File: config.mk
export PLATFORM = sky130hd
export DESIGN_NAME = spi_mf_ctrl
export DESIGN_NICKNAME = d
export VERILOG_FILES = /design/src/rtl/spi_mf_pkg.sv /design/src/rtl/spi_mf_rstsync.sv /design/src/rtl/spi_mf_sync.sv /design/src/rtl/spi_mf_engine.sv /design/src/rtl/spi_mf_regs.sv /design/src/rtl/spi_mf_ctrl.sv
export SDC_FILE = /design/constraint.sdc
export NUM_CORES = 1
export LEC_CHECK = 0
export BUFFER_PORTS_ARGS = -buffer_cell sky130_fd_sc_hd__buf_4
export CORE_ASPECT_RATIO = 1.1
export CORE_MARGIN = 2
export CORE_UTILIZATION = 30
export DETAILED_ROUTE_END_ITERATION = 8
export HOLD_SLACK_MARGIN = 0.12
export PLACE_DENSITY = 0.49
export SLEW_MARGIN = 10
export SYNTH_ARGS = -nofsm -noshare
export SYNTH_HDL_FRONTEND = slang
export SYNTH_SLANG_ARGS = --single-unit
File: constraint.sdc
create_clock -name clk -period 1.1 [get_ports clk]
set_input_delay 0.055 -clock clk [delete_from_list [all_inputs] [get_ports clk]]
set_output_delay 0.055 -clock clk [all_outputs]
set_load 0.01 [all_outputs]
File: src/rtl/spi_mf_pkg.sv
package spi_mf_pkg;
  localparam logic [1:0] ADDR_CTRL = 2'd0;
  localparam logic [1:0] ADDR_STAT = 2'd1;
  localparam logic [1:0] ADDR_DATA = 2'd2;

  localparam int CTRL_EN_BIT   = 0;
  localparam int CTRL_MST_BIT  = 1;
  localparam int STAT_DONE_BIT = 0;
  localparam int STAT_OVR_BIT  = 1;
  localparam int STAT_MODF_BIT = 2;
endpackage

File: src/rtl/spi_mf_rstsync.sv
module spi_mf_rstsync (
  input  logic clk,
  input  logic rst_n,
  output logic rst_n_sync
);
  logic [1:0] stage_q;

  always_ff @(posedge clk or negedge rst_n) begin
    if (!rst_n) stage_q <= 2'b00;
    else        stage_q <= {stage_q[0], 1'b1};
  end

  assign rst_n_sync = stage_q[1];
endmodule

File: src/rtl/spi_mf_sync.sv
module spi_mf_sync #(
  parameter int               WIDTH   = 3,
  parameter logic [WIDTH-1:0] RST_VAL = '0
) (
  input  logic             clk,
  input  logic             rst_n,
  input  logic [WIDTH-1:0] async_i,
  output logic [WIDTH-1:0] sync_o
);
  for (genvar g = 0; g < WIDTH; g++) begin : g_bit
    logic meta_q, hold_q;
    always_ff @(posedge clk or negedge rst_n) begin
      if (!rst_n) begin
        meta_q <= RST_VAL[g];
        hold_q <= RST_VAL[g];
      end else begin
        meta_q <= async_i[g];
        hold_q <= meta_q;
      end
    end
    assign sync_o[g] = hold_q;
  end
endmodule

File: src/rtl/spi_mf_engine.sv
module spi_mf_engine #(
  parameter int DATA_W  = 8,
  parameter int CLK_DIV = 4
) (
  input  logic              clk,
  input  logic              rst_n,
  input  logic              master_en,
  input  logic              slave_en,
  input  logic              load,
  input  logic [DATA_W-1:0] load_byte,
  input  logic              miso_i,
  input  logic              sck_s,
  input  logic              ss_s,
  input  logic              mosi_s,
  output logic              done,
  output logic [DATA_W-1:0] rx_byte,
  output logic              sck_o,
  output logic              mosi_o,
  output logic              miso_o,
  output logic              miso_oe
);
  localparam int CNT_W = (CLK_DIV > 2) ? $clog2(CLK_DIV) : 1;
  localparam int BIT_W = (DATA_W > 2) ? $clog2(DATA_W) : 1;
  localparam logic [CNT_W-1:0] DIV_HALF = CNT_W'(CLK_DIV / 2);
  localparam logic [CNT_W-1:0] DIV_RISE = CNT_W'(CLK_DIV / 2 - 1);
  localparam logic [CNT_W-1:0] DIV_LAST = CNT_W'(CLK_DIV - 1);
  localparam logic [BIT_W-1:0] BIT_LAST = BIT_W'(DATA_W - 1);

  logic [DATA_W-1:0] sr_q, sr_d;
  logic [BIT_W-1:0]  bit_q, bit_d;
  logic [CNT_W-1:0]  div_q, div_d;
  logic              busy_q, busy_d;
  logic              samp_q, samp_d;
  logic              sck_prev_q;
  logic              done_q, done_d;
  logic              slave_sel, s_rise, s_fall;

  assign slave_sel = slave_en & ~ss_s;
  assign s_rise    = sck_s & ~sck_prev_q;
  assign s_fall    = ~sck_s & sck_prev_q;

  always_comb begin
    sr_d   = sr_q;
    bit_d  = bit_q;
    div_d  = div_q;
    busy_d = busy_q;
    samp_d = samp_q;
    done_d = 1'b0;
    if (master_en) begin
      if (!busy_q) begin
        if (load) begin
          sr_d   = load_byte;
          busy_d = 1'b1;
          div_d  = '0;
          bit_d  = '0;
        end
      end else begin
        div_d = (div_q == DIV_LAST) ? '0 : div_q + 1'b1;
        if (div_q == DIV_RISE) samp_d = miso_i;
        if (div_q == DIV_LAST) begin
          sr_d = {sr_q[DATA_W-2:0], samp_q};
          if (bit_q == BIT_LAST) begin
            bit_d  = '0;
            busy_d = 1'b0;
            done_d = 1'b1;
          end else begin
            bit_d = bit_q + 1'b1;
          end
        end
      end
    end else if (slave_sel) begin
      busy_d = 1'b0;
      div_d  = '0;
      if (load && bit_q == '0 && !sck_s) sr_d = load_byte;
      if (s_rise) samp_d = mosi_s;
      if (s_fall) begin
        sr_d = {sr_q[DATA_W-2:0], samp_q};
        if (bit_q == BIT_LAST) begin
          bit_d  = '0;
          done_d = 1'b1;
        end else begin
          bit_d = bit_q + 1'b1;
        end
      end
    end else begin
      busy_d = 1'b0;
      div_d  = '0;
      bit_d  = '0;
      if (slave_en && load) sr_d = load_byte;
    end
  end

  always_ff @(posedge clk or negedge rst_n) begin
    if (!rst_n) begin
      sr_q       <= '0;
      bit_q      <= '0;
      div_q      <= '0;
      busy_q     <= 1'b0;
      samp_q     <= 1'b0;
      sck_prev_q <= 1'b0;
      done_q     <= 1'b0;
    end else begin
      sr_q       <= sr_d;
      bit_q      <= bit_d;
      div_q      <= div_d;
      busy_q     <= busy_d;
      samp_q     <= samp_d;
      sck_prev_q <= sck_s;
      done_q     <= done_d;
    end
  end

  assign done    = done_q;
  assign rx_byte = sr_q;
  assign sck_o   = busy_q & (div_q >= DIV_HALF);
  assign mosi_o  = sr_q[DATA_W-1];
  assign miso_o  = sr_q[DATA_W-1];
  assign miso_oe = slave_sel;

  AST_START_SCK_LOW: assert property (@(posedge clk) disable iff (!rst_n)
    (master_en && !busy_q && load) |=> (busy_q && !sck_o));
  AST_SS_HIGH_CLEARS_COUNT: assert property (@(posedge clk) disable iff (!rst_n)
    (slave_en && !master_en && ss_s) |=> (bit_q == '0));
  AST_NO_SLAVE_DONE_WHILE_DESELECTED: assert property (@(posedge clk) disable iff (!rst_n)
    (!master_en && $past(ss_s) && ss_s) |-> !done_d);
endmodule

File: src/rtl/spi_mf_regs.sv
module spi_mf_regs
  import spi_mf_pkg::*;
#(
  parameter int DATA_W = 8
) (
  input  logic              clk,
  input  logic              rst_n,
  input  logic              reg_wr,
  input  logic              reg_rd,
  input  logic [1:0]        reg_addr,
  input  logic [DATA_W-1:0] reg_wdata,
  output logic [DATA_W-1:0] reg_rdata,
  input  logic              ss_s,
  input  logic              eng_done,
  input  logic [DATA_W-1:0] eng_rx,
  output logic              master_en,
  output logic              slave_en,
  output logic              load
);
  logic              en_q, en_d, mst_q, mst_d;
  logic              done_q, done_d, ovr_q, ovr_d, modf_q, modf_d;
  logic              seen_q, seen_d;
  logic [DATA_W-1:0] data_q, data_d;
  logic              wr_ctrl, wr_data, rd_stat, rd_data, fault;

  assign wr_ctrl = reg_wr & (reg_addr == ADDR_CTRL);
  assign wr_data = reg_wr & (reg_addr == ADDR_DATA);
  assign rd_stat = reg_rd & (reg_addr == ADDR_STAT);
  assign rd_data = reg_rd & (reg_addr == ADDR_DATA);
  assign fault   = en_q & mst_q & ~ss_s;

  always_comb begin
    en_d   = en_q;
    mst_d  = mst_q;
    modf_d = modf_q;
    done_d = done_q;
    ovr_d  = ovr_q;
    seen_d = seen_q;
    data_d = data_q;
    if (wr_ctrl) begin
      en_d   = reg_wdata[CTRL_EN_BIT];
      mst_d  = reg_wdata[CTRL_MST_BIT];
      modf_d = 1'b0;
    end
    if (fault) begin
      en_d   = 1'b0;
      mst_d  = 1'b0;
      modf_d = 1'b1;
    end
    if (rd_stat && ovr_q) seen_d = 1'b1;
    if (rd_data) begin
      done_d = 1'b0;
      if (seen_q) begin
        ovr_d  = 1'b0;
        seen_d = 1'b0;
      end
    end
    if (eng_done) begin
      if (done_q && !rd_data) begin
        ovr_d = 1'b1;
      end else begin
        data_d = eng_rx;
        done_d = 1'b1;
      end
    end
  end

  always_ff @(posedge clk or negedge rst_n) begin
    if (!rst_n) begin
      en_q   <= 1'b0;
      mst_q  <= 1'b0;
      modf_q <= 1'b0;
      done_q <= 1'b0;
      ovr_q  <= 1'b0;
      seen_q <= 1'b0;
      data_q <= '0;
    end else begin
      en_q   <= en_d;
      mst_q  <= mst_d;
      modf_q <= modf_d;
      done_q <= done_d;
      ovr_q  <= ovr_d;
      seen_q <= seen_d;
      data_q <= data_d;
    end
  end

  always_comb begin
    reg_rdata = '0;
    case (reg_addr)
      ADDR_CTRL: begin
        reg_rdata[CTRL_EN_BIT]  = en_q;
        reg_rdata[CTRL_MST_BIT] = mst_q;
      end
      ADDR_STAT: begin
        reg_rdata[STAT_DONE_BIT] = done_q;
        reg_rdata[STAT_OVR_BIT]  = ovr_q;
        reg_rdata[STAT_MODF_BIT] = modf_q;
      end
      ADDR_DATA: reg_rdata = data_q;
      default:   reg_rdata = '0;
    endcase
  end

  assign master_en = en_q & mst_q;
  assign slave_en  = en_q & ~mst_q;
  assign load      = wr_data;

  AST_MODF_DROPS_MASTER: assert property (@(posedge clk) disable iff (!rst_n)
    (en_q && mst_q && !ss_s) |=> (!en_q && !mst_q && modf_q));
  AST_MODF_CLEARED_BY_CTRL: assert property (@(posedge clk) disable iff (!rst_n)
    (wr_ctrl && !fault) |=> !modf_q);
  AST_OVR_KEEPS_DATA: assert property (@(posedge clk) disable iff (!rst_n)
    (eng_done && done_q && !rd_data) |=> (ovr_q && $stable(data_q)));
  AST_DONE_CLEARS_ON_READ: assert property (@(posedge clk) disable iff (!rst_n)
    (rd_data && !eng_done) |=> !done_q);
endmodule

File: src/rtl/spi_mf_ctrl.sv
module spi_mf_ctrl #(
  parameter int DATA_W  = 8,
  parameter int CLK_DIV = 4
) (
  input  logic              clk,
  input  logic              rst_n,
  input  logic              reg_wr,
  input  logic              reg_rd,
  input  logic [1:0]        reg_addr,
  input  logic [DATA_W-1:0] reg_wdata,
  output logic [DATA_W-1:0] reg_rdata,
  output logic              sck_o,
  output logic              sck_oe,
  input  logic              sck_i,
  output logic              mosi_o,
  output logic              mosi_oe,
  input  logic              mosi_i,
  output logic              miso_o,
  output logic              miso_oe,
  input  logic              miso_i,
  input  logic              ss_n_i
);
  localparam int PIN_SS   = 2;
  localparam int PIN_SCK  = 1;
  localparam int PIN_MOSI = 0;

  logic              rst_n_int;
  logic [2:0]        pins_s;
  logic              master_en, slave_en, load, eng_done;
  logic [DATA_W-1:0] eng_rx;

  spi_mf_rstsync u_rst (
    .clk        (clk),
    .rst_n      (rst_n),
    .rst_n_sync (rst_n_int)
  );

  spi_mf_sync #(.WIDTH(3), .RST_VAL(3'b100)) u_sync (
    .clk     (clk),
    .rst_n   (rst_n_int),
    .async_i ({ss_n_i, sck_i, mosi_i}),
    .sync_o  (pins_s)
  );

  spi_mf_regs #(.DATA_W(DATA_W)) u_regs (
    .clk       (clk),
    .rst_n     (rst_n_int),
    .reg_wr    (reg_wr),
    .reg_rd    (reg_rd),
    .reg_addr  (reg_addr),
    .reg_wdata (reg_wdata),
    .reg_rdata (reg_rdata),
    .ss_s      (pins_s[PIN_SS]),
    .eng_done  (eng_done),
    .eng_rx    (eng_rx),
    .master_en (master_en),
    .slave_en  (slave_en),
    .load      (load)
  );

  spi_mf_engine #(.DATA_W(DATA_W), .CLK_DIV(CLK_DIV)) u_eng (
    .clk       (clk),
    .rst_n     (rst_n_int),
    .master_en (master_en),
    .slave_en  (slave_en),
    .load      (load),
    .load_byte (reg_wdata),
    .miso_i    (miso_i),
    .sck_s     (pins_s[PIN_SCK]),
    .ss_s      (pins_s[PIN_SS]),
    .mosi_s    (pins_s[PIN_MOSI]),
    .done      (eng_done),
    .rx_byte   (eng_rx),
    .sck_o     (sck_o),
    .mosi_o    (mosi_o),
    .miso_o    (miso_o),
    .miso_oe   (miso_oe)
  );

  assign sck_oe  = master_en;
  assign mosi_oe = master_en;
endmodule

Word level (Yosys, flattened, before mapping) --
Index checks and enable logic that the tools add are counted.
Storage, ports and cells: register bits after elaboration 39, logic and storage cells 122, output and inout port bits 14, bits of input ports 18
Cells by class: add/sub/neg operators 2, eq/ne operators 11, bitwise gates (word level) 16, reduce and logical (&&, ||, !) cells 17, $lt $le $gt $ge 1, multiplexer cells 54
Operator list (number):
- 2-to-1 mux 8 bit | 8
- 2-to-1 mux 1 bit | 32
- 2-to-1 mux 3 bit | 7
- bitwise AND 1 bit | 11
- 2-to-1 mux 2 bit | 4
- AND reduction 4 bit | 2
- one-hot mux 2 bit (3 select lines) | 1
- nonzero test 2 bit | 3
- logical AND 1 bit | 5
- 2-to-1 mux 5 bit | 1
- NOT 1 bit | 5
- equality test 2 x 1 -> 1 bit (second input constant) | 2
- equality test 2 bit (second input constant) | 2
- inequality test 2 x 1 -> 1 bit (second input constant) | 2
- inequality test 4 x 2 -> 1 bit (second input constant) | 1
- adder 3 x 1 -> 3 bit (second input constant) | 1
- equality test 3 bit (second input constant) | 1
- zero test 3 bit | 1
- inequality test 3 x 1 -> 1 bit (second input constant) | 1
- inequality test 3 x 2 -> 1 bit (second input constant) | 1
- inequality test 3 bit (second input constant) | 1
- AND reduction 3 bit | 1
- nonzero test 3 bit | 1
- adder 2 x 1 -> 2 bit (second input constant) | 1
- other kinds (5) | 6

Logic depth before layout (Yosys ltp) --
depth after elaboration 8, gate-level depth with buffers 6

By module --
A second synthesis with hierarchy kept.
Unflattened totals: cell total of the unflattened synthesis 164, area total of the unflattened synthesis 1983.2 µm²
Modules (own cells, without submodules):
- spi_mf_engine | area an instance 1014.7 µm², seq. area each 425.4 µm², cells each 91, instances 1
- spi_mf_regs | area an instance 732.0 µm², seq. area each 350.3 µm², cells each 60, instances 1
- spi_mf_sync | area an instance 175.2 µm², seq. area each 152.6 µm², cells each 9, instances 1
- spi_mf_rstsync | area an instance 53.8 µm², seq. area each 50.0 µm², cells each 3, instances 1
- spi_mf_ctrl | area an instance 7.5 µm², seq. area each 0.0 µm², cells each 1, instances 1

Worst setup path after synthesis --
No wires, ideal clock.
path type register to register, start reg u_regs.mst_q, end reg u_eng.sr_q[0] (netlist: u_eng.rx_byte[0]), period minus slack after synthesis 1760 ps, stages on the path, launching flop included 6, path buffers 1, data arrival time 1635 ps, data required time 975 ps, path slack -660 ps, cells stage by stage dfrtp_1 > buf_4 > nor3b_4 > o21ai_2 > o2111ai_4 > mux2_2
Between the ends: cells in the longest elaborated chain, start to end 5, elaborated cells between the ends (all ways) 12
RTL lines:
- from (decl) | RTL line spi_mf_regs.sv:20 | logic en_q, en_d, mst_q, mst_d;
- from (signal assigned) | RTL line spi_mf_regs.sv:79 | mst_q <= mst_d;
- NOT 1 bit (*) | RTL line spi_mf_regs.sv:106 | assign slave_en = en_q & ~mst_q;
- bitwise AND 1 bit (*) | RTL line spi_mf_regs.sv:106
- bitwise AND 1 bit (*) | RTL line spi_mf_engine.sv:38 | assign slave_sel = slave_en & ~ss_s;
- named net miso_oe | RTL line spi_mf_ctrl.sv:19 | output logic miso_oe,
- inequality test 4 x 2 -> 1 bit (no line) (tied with other cells)
- AND reduction 4 bit (no line) / 2-to-1 mux 8 bit (equally long branches)
- to (signal assigned) | RTL line spi_mf_engine.sv:103 | sr_q <= sr_d;
- to (decl) | RTL line spi_mf_engine.sv:29 | logic [DATA_W-1:0] sr_q, sr_d;
The timed path passes the listed nets; every way through them passes the cells marked *. A chain may end at the register's enable or synchronous reset.

Worst setup path in the final report --
start reg u_regs.mst_q, end reg u_eng.sr_q[3] (netlist: u_eng.rx_byte[3])
Between the ends: cells in the longest elaborated chain, start to end 5, elaborated cells between the ends (all ways) 12
RTL lines (RTL line):
- NOT 1 bit | spi_mf_regs.sv:106
- bitwise AND 1 bit | spi_mf_regs.sv:106
- bitwise AND 1 bit / logical AND 1 bit (equally long branches) | spi_mf_engine.sv:38, spi_mf_engine.sv:89
- inequality test 4 x 2 -> 1 bit (no line) (tied with other cells)
- AND reduction 4 bit (no line) / 2-to-1 mux 8 bit (equally long branches)
Several ways; a longest one is shown, not always the timed one.

==> run_results.csv <==
group,metric,value,unit
run_status,status,"complete, but fails checks",
run_status,violations,"setup timing",
synthesis,yosysWarnings,0,
layout,antennaDiodeCount,0,
sta,slew_viol_final,0,
synthesis,syn_nets,186,
synthesis,synth_cell_type_count,35,
grt,grt_overflow,0,
synthesis,ys_top_cells_by_count,"37 x dfrtp_1, 23 x mux2_2, 12 x nand2_1, 10 x inv_1, 10 x nor2_1",
power_and_ir_drop,leakage,0.001518,uW
sta,setup_viol,24,
route,ant_nets,0,
placement,gp_congestion,0.7434,
floorplan,core,6156,um^2
placement,dp_worst_setup_slack,-0.6773,ns
clock_tree,clkSinkCount,39,
clock_tree,cts_root_buffer,"clkbuf_8",
clock_tree,cts_buffers,5,
placement,portBuffers,31,
flow_run,maxCapViolCount,0,
floorplan,fp.dieH,87.59,um
grt,use_met3,0.03093,
grt,grt_max_degree,22,
synthesis,async_flop_share,1.000,
synthesis,ys_ff_latch,39,
synthesis,yosys.area.top_type,"dfrtp_1",
worst_setup_path,end_kind,"flip-flop",
grt,grt_antenna_before_repair,0,
route,wl,4.741,mm
worst_setup_path,cp-start-kind,"flip-flop",
grt,grtUsageMet2,0.2417,
worst_setup_path,arrival,1.87,ns
route,drtPass1Iterations,4,
worst_setup_path,crit_fanout,8,
worst_setup_path,slowest_delay,0.45,ns
grt,grt_pass1_vias,1628,
synthesis,ys_seq_area_frac,0.5135,
layout,stdcell_area,3151,um^2
route,wl_per_cell,14.15,um
placement,dp_hpwl,3.191,mm
sta,hold_viol_final,0,
floorplan,io_pins,32,
synthesis,synth-main-ff-cell,"dfrtp_1",
worst_setup_path,cpMaxStageDelayCell,"dfrtp_2",
floorplan,die_area,7006,um^2
synthesis,synth-edff-count,0,
synthesis,synth_most_common_cell,"dfrtp_1",
worst_setup_path,crit_chain,"and3_4 -> a21oi_2 -> buf_6 -> mux2_2 -> mux2_4",
synthesis,avgSynthCellArea,11.98,um^2
sta,rsz0062_at_grt,"true",
power_and_ir_drop,power.density,1395,nW/um^2
layout,final_cells,335,
placement,place_area,2491,um^2
placement,dp.cells,301,
sta,timing.final.crit_share,1.540,
synthesis,ys_top_cells_by_area,"dfrtp_1 49%, mux2_2 14%, ha_1 5.9%",
worst_setup_path,cp_data_required_time,1.28,ns
layout,drive_gt1_frac,0.5961,
floorplan,die_x,79.99,um
grt,use_met1,0.1995,
clock_tree,h-tree-depth,2,
power_and_ir_drop,ir_worst_vdd,0.0006611,V
clock_tree,cts_tree,"built",
clock_tree,clock_latency,0.29,ns
route,drc_errors,0,
synthesis,postSynthCellCount,159,
layout,utilization,0.5118,
synthesis,synthesis.area,1906,um^2
grt,grt_busiest_layer,"met2",
min_path,min_path_type,"in2reg",
sta,finClkSkew,0.007553,ns
sta,period_needed,1.694,ns
clock_tree,clock_path_buffers,2,
floorplan,start_util,0.3096,
route,drtIter0Drc,75,
grt,track_usage,0.1493,
sta,setup_ws,-0.5937,ns
grt,grt_pass1_wl,7.955,mm
worst_setup_path,worst-setup-path-type,"reg2reg",
layout,syn2layout_area_growth,65.33,%
sta,max_freq,590.4,MHz
route,vias_per_cell,4.522,
synthesis,synth_top_cell_area_share,0.4859,
floorplan,rows,30,
layout,fin_nets,281,
clock_tree,clkTransAtPathRegs,0.08,ns
route,via_count,1515,
critical path: cells and delay by family, from the launching register on:
family	cells	cell delay, ns
flops	1	0.45
mux	2	0.62
buf+inv	1	0.17
compound gates	1	0.14
simple gates	1	0.20
state kept, by name, indices dropped and copies added, names as in the netlist, 2 cells and up:
| name | flops |
|---|---|
| u_eng.bit_q | 3 |
| u_eng.div_q | 2 |
| u_eng.rx_byte | 8 |
| u_regs.data_q | 8 |
| u_rst.stage_q | 2 |
| u_sync.g_bit.hold_q | 3 |
| u_sync.g_bit.meta_q | 3 |
repair_timing:
| action | CTS | global route |
|---|---|---|
| hold buffers | 14 | 1 |
| pin swaps | 7 | 7 |
| setup endpoints to repair | 34 | 34 |
| endpoints found under the hold margin | 15 | 1 |
| gates resized for setup | 44 | 35 |
| buffers inserted | 8 | 7 |
final cells by class:
class | count | area [um^2]
Clock buffer | 6 | 82.58
Clock inverter | 2 | 35.03
Fill cell | 576 | 3005
Inverter | 10 | 40.04
Multi-Input combinational cell | 104 | 1072
Sequential cell | 39 | 983.4
Tap cell | 80 | 100.1
Timing Repair Buffer | 94 | 837.1
power by group:
group | switching, uW | internal (uW) | total [uW]
clock network | 511 | 734 | 1240
registers | 203 | 1680 | 1880
logic | 472 | 796 | 1270
through the flow:
step | setup TNS, ns | hold slack [ns] | power [uW]
after global routing | -9.668 | 0.1270 | 4642
after detailed placement | -10.73 | -0.1607 | 2805
after CTS | -9.475 | 0.1211 | 4336
after floorplan | -6.034 | -0.2406 | 2389
after global placement | -9.814 | -0.1626 | 2775
final | -8.045 | 0.1097 | 4395
layout by cell type (no fill, tap or decap), types with 6 or more instances in the layout:
cell / netlist / layout
buf_4: 3 / 59
dfrtp_1: 37 / 33
buf_6: 1 / 19
mux2_4: 2 / 17
dlygate4sd3_1: 0 / 14
nor2_1: 10 / 8
mux2_2: 23 / 8
nand2_1: 12 / 6
clkbuf_8: 0 / 6
layer usage:
layer,vias to the layer above,part of all wire
li1,740,-
met1,735,0.45
met2,31,0.50
met3,9,0.028
met4,0,0.022
met5,-,0
logic make-up after synthesis:
family,share of synthesized area
buffers and inverters,0.04137
and+or+nand+nor,0.1221
adders and majority gates,0.05909
other,0.001968
muxes,0.1740
AOI/OAI and AO/OA,0.08799
DFF,0.5135
path summary, 6_finish.rpt:
kind	from	end	slack [ns]	cells past startpoint
max	u_regs.mst_q	u_eng.rx_byte[3]	-0.59	5
min	reg_rd	u_regs.ovr_q	0.11	4
max reg2reg	u_regs.mst_q	u_eng.rx_byte[3]	-0.59	5
min reg2reg	u_rst.stage_q[1]	u_eng.bit_q[0]	0.13	0
max in group asynchronous	rst_n	u_rst.stage_q[1]	0.34	3
min in group asynchronous	u_rst.stage_q[1]	u_eng.bit_q[0]	0.13	0
Power figures use the tool's default switching activity.
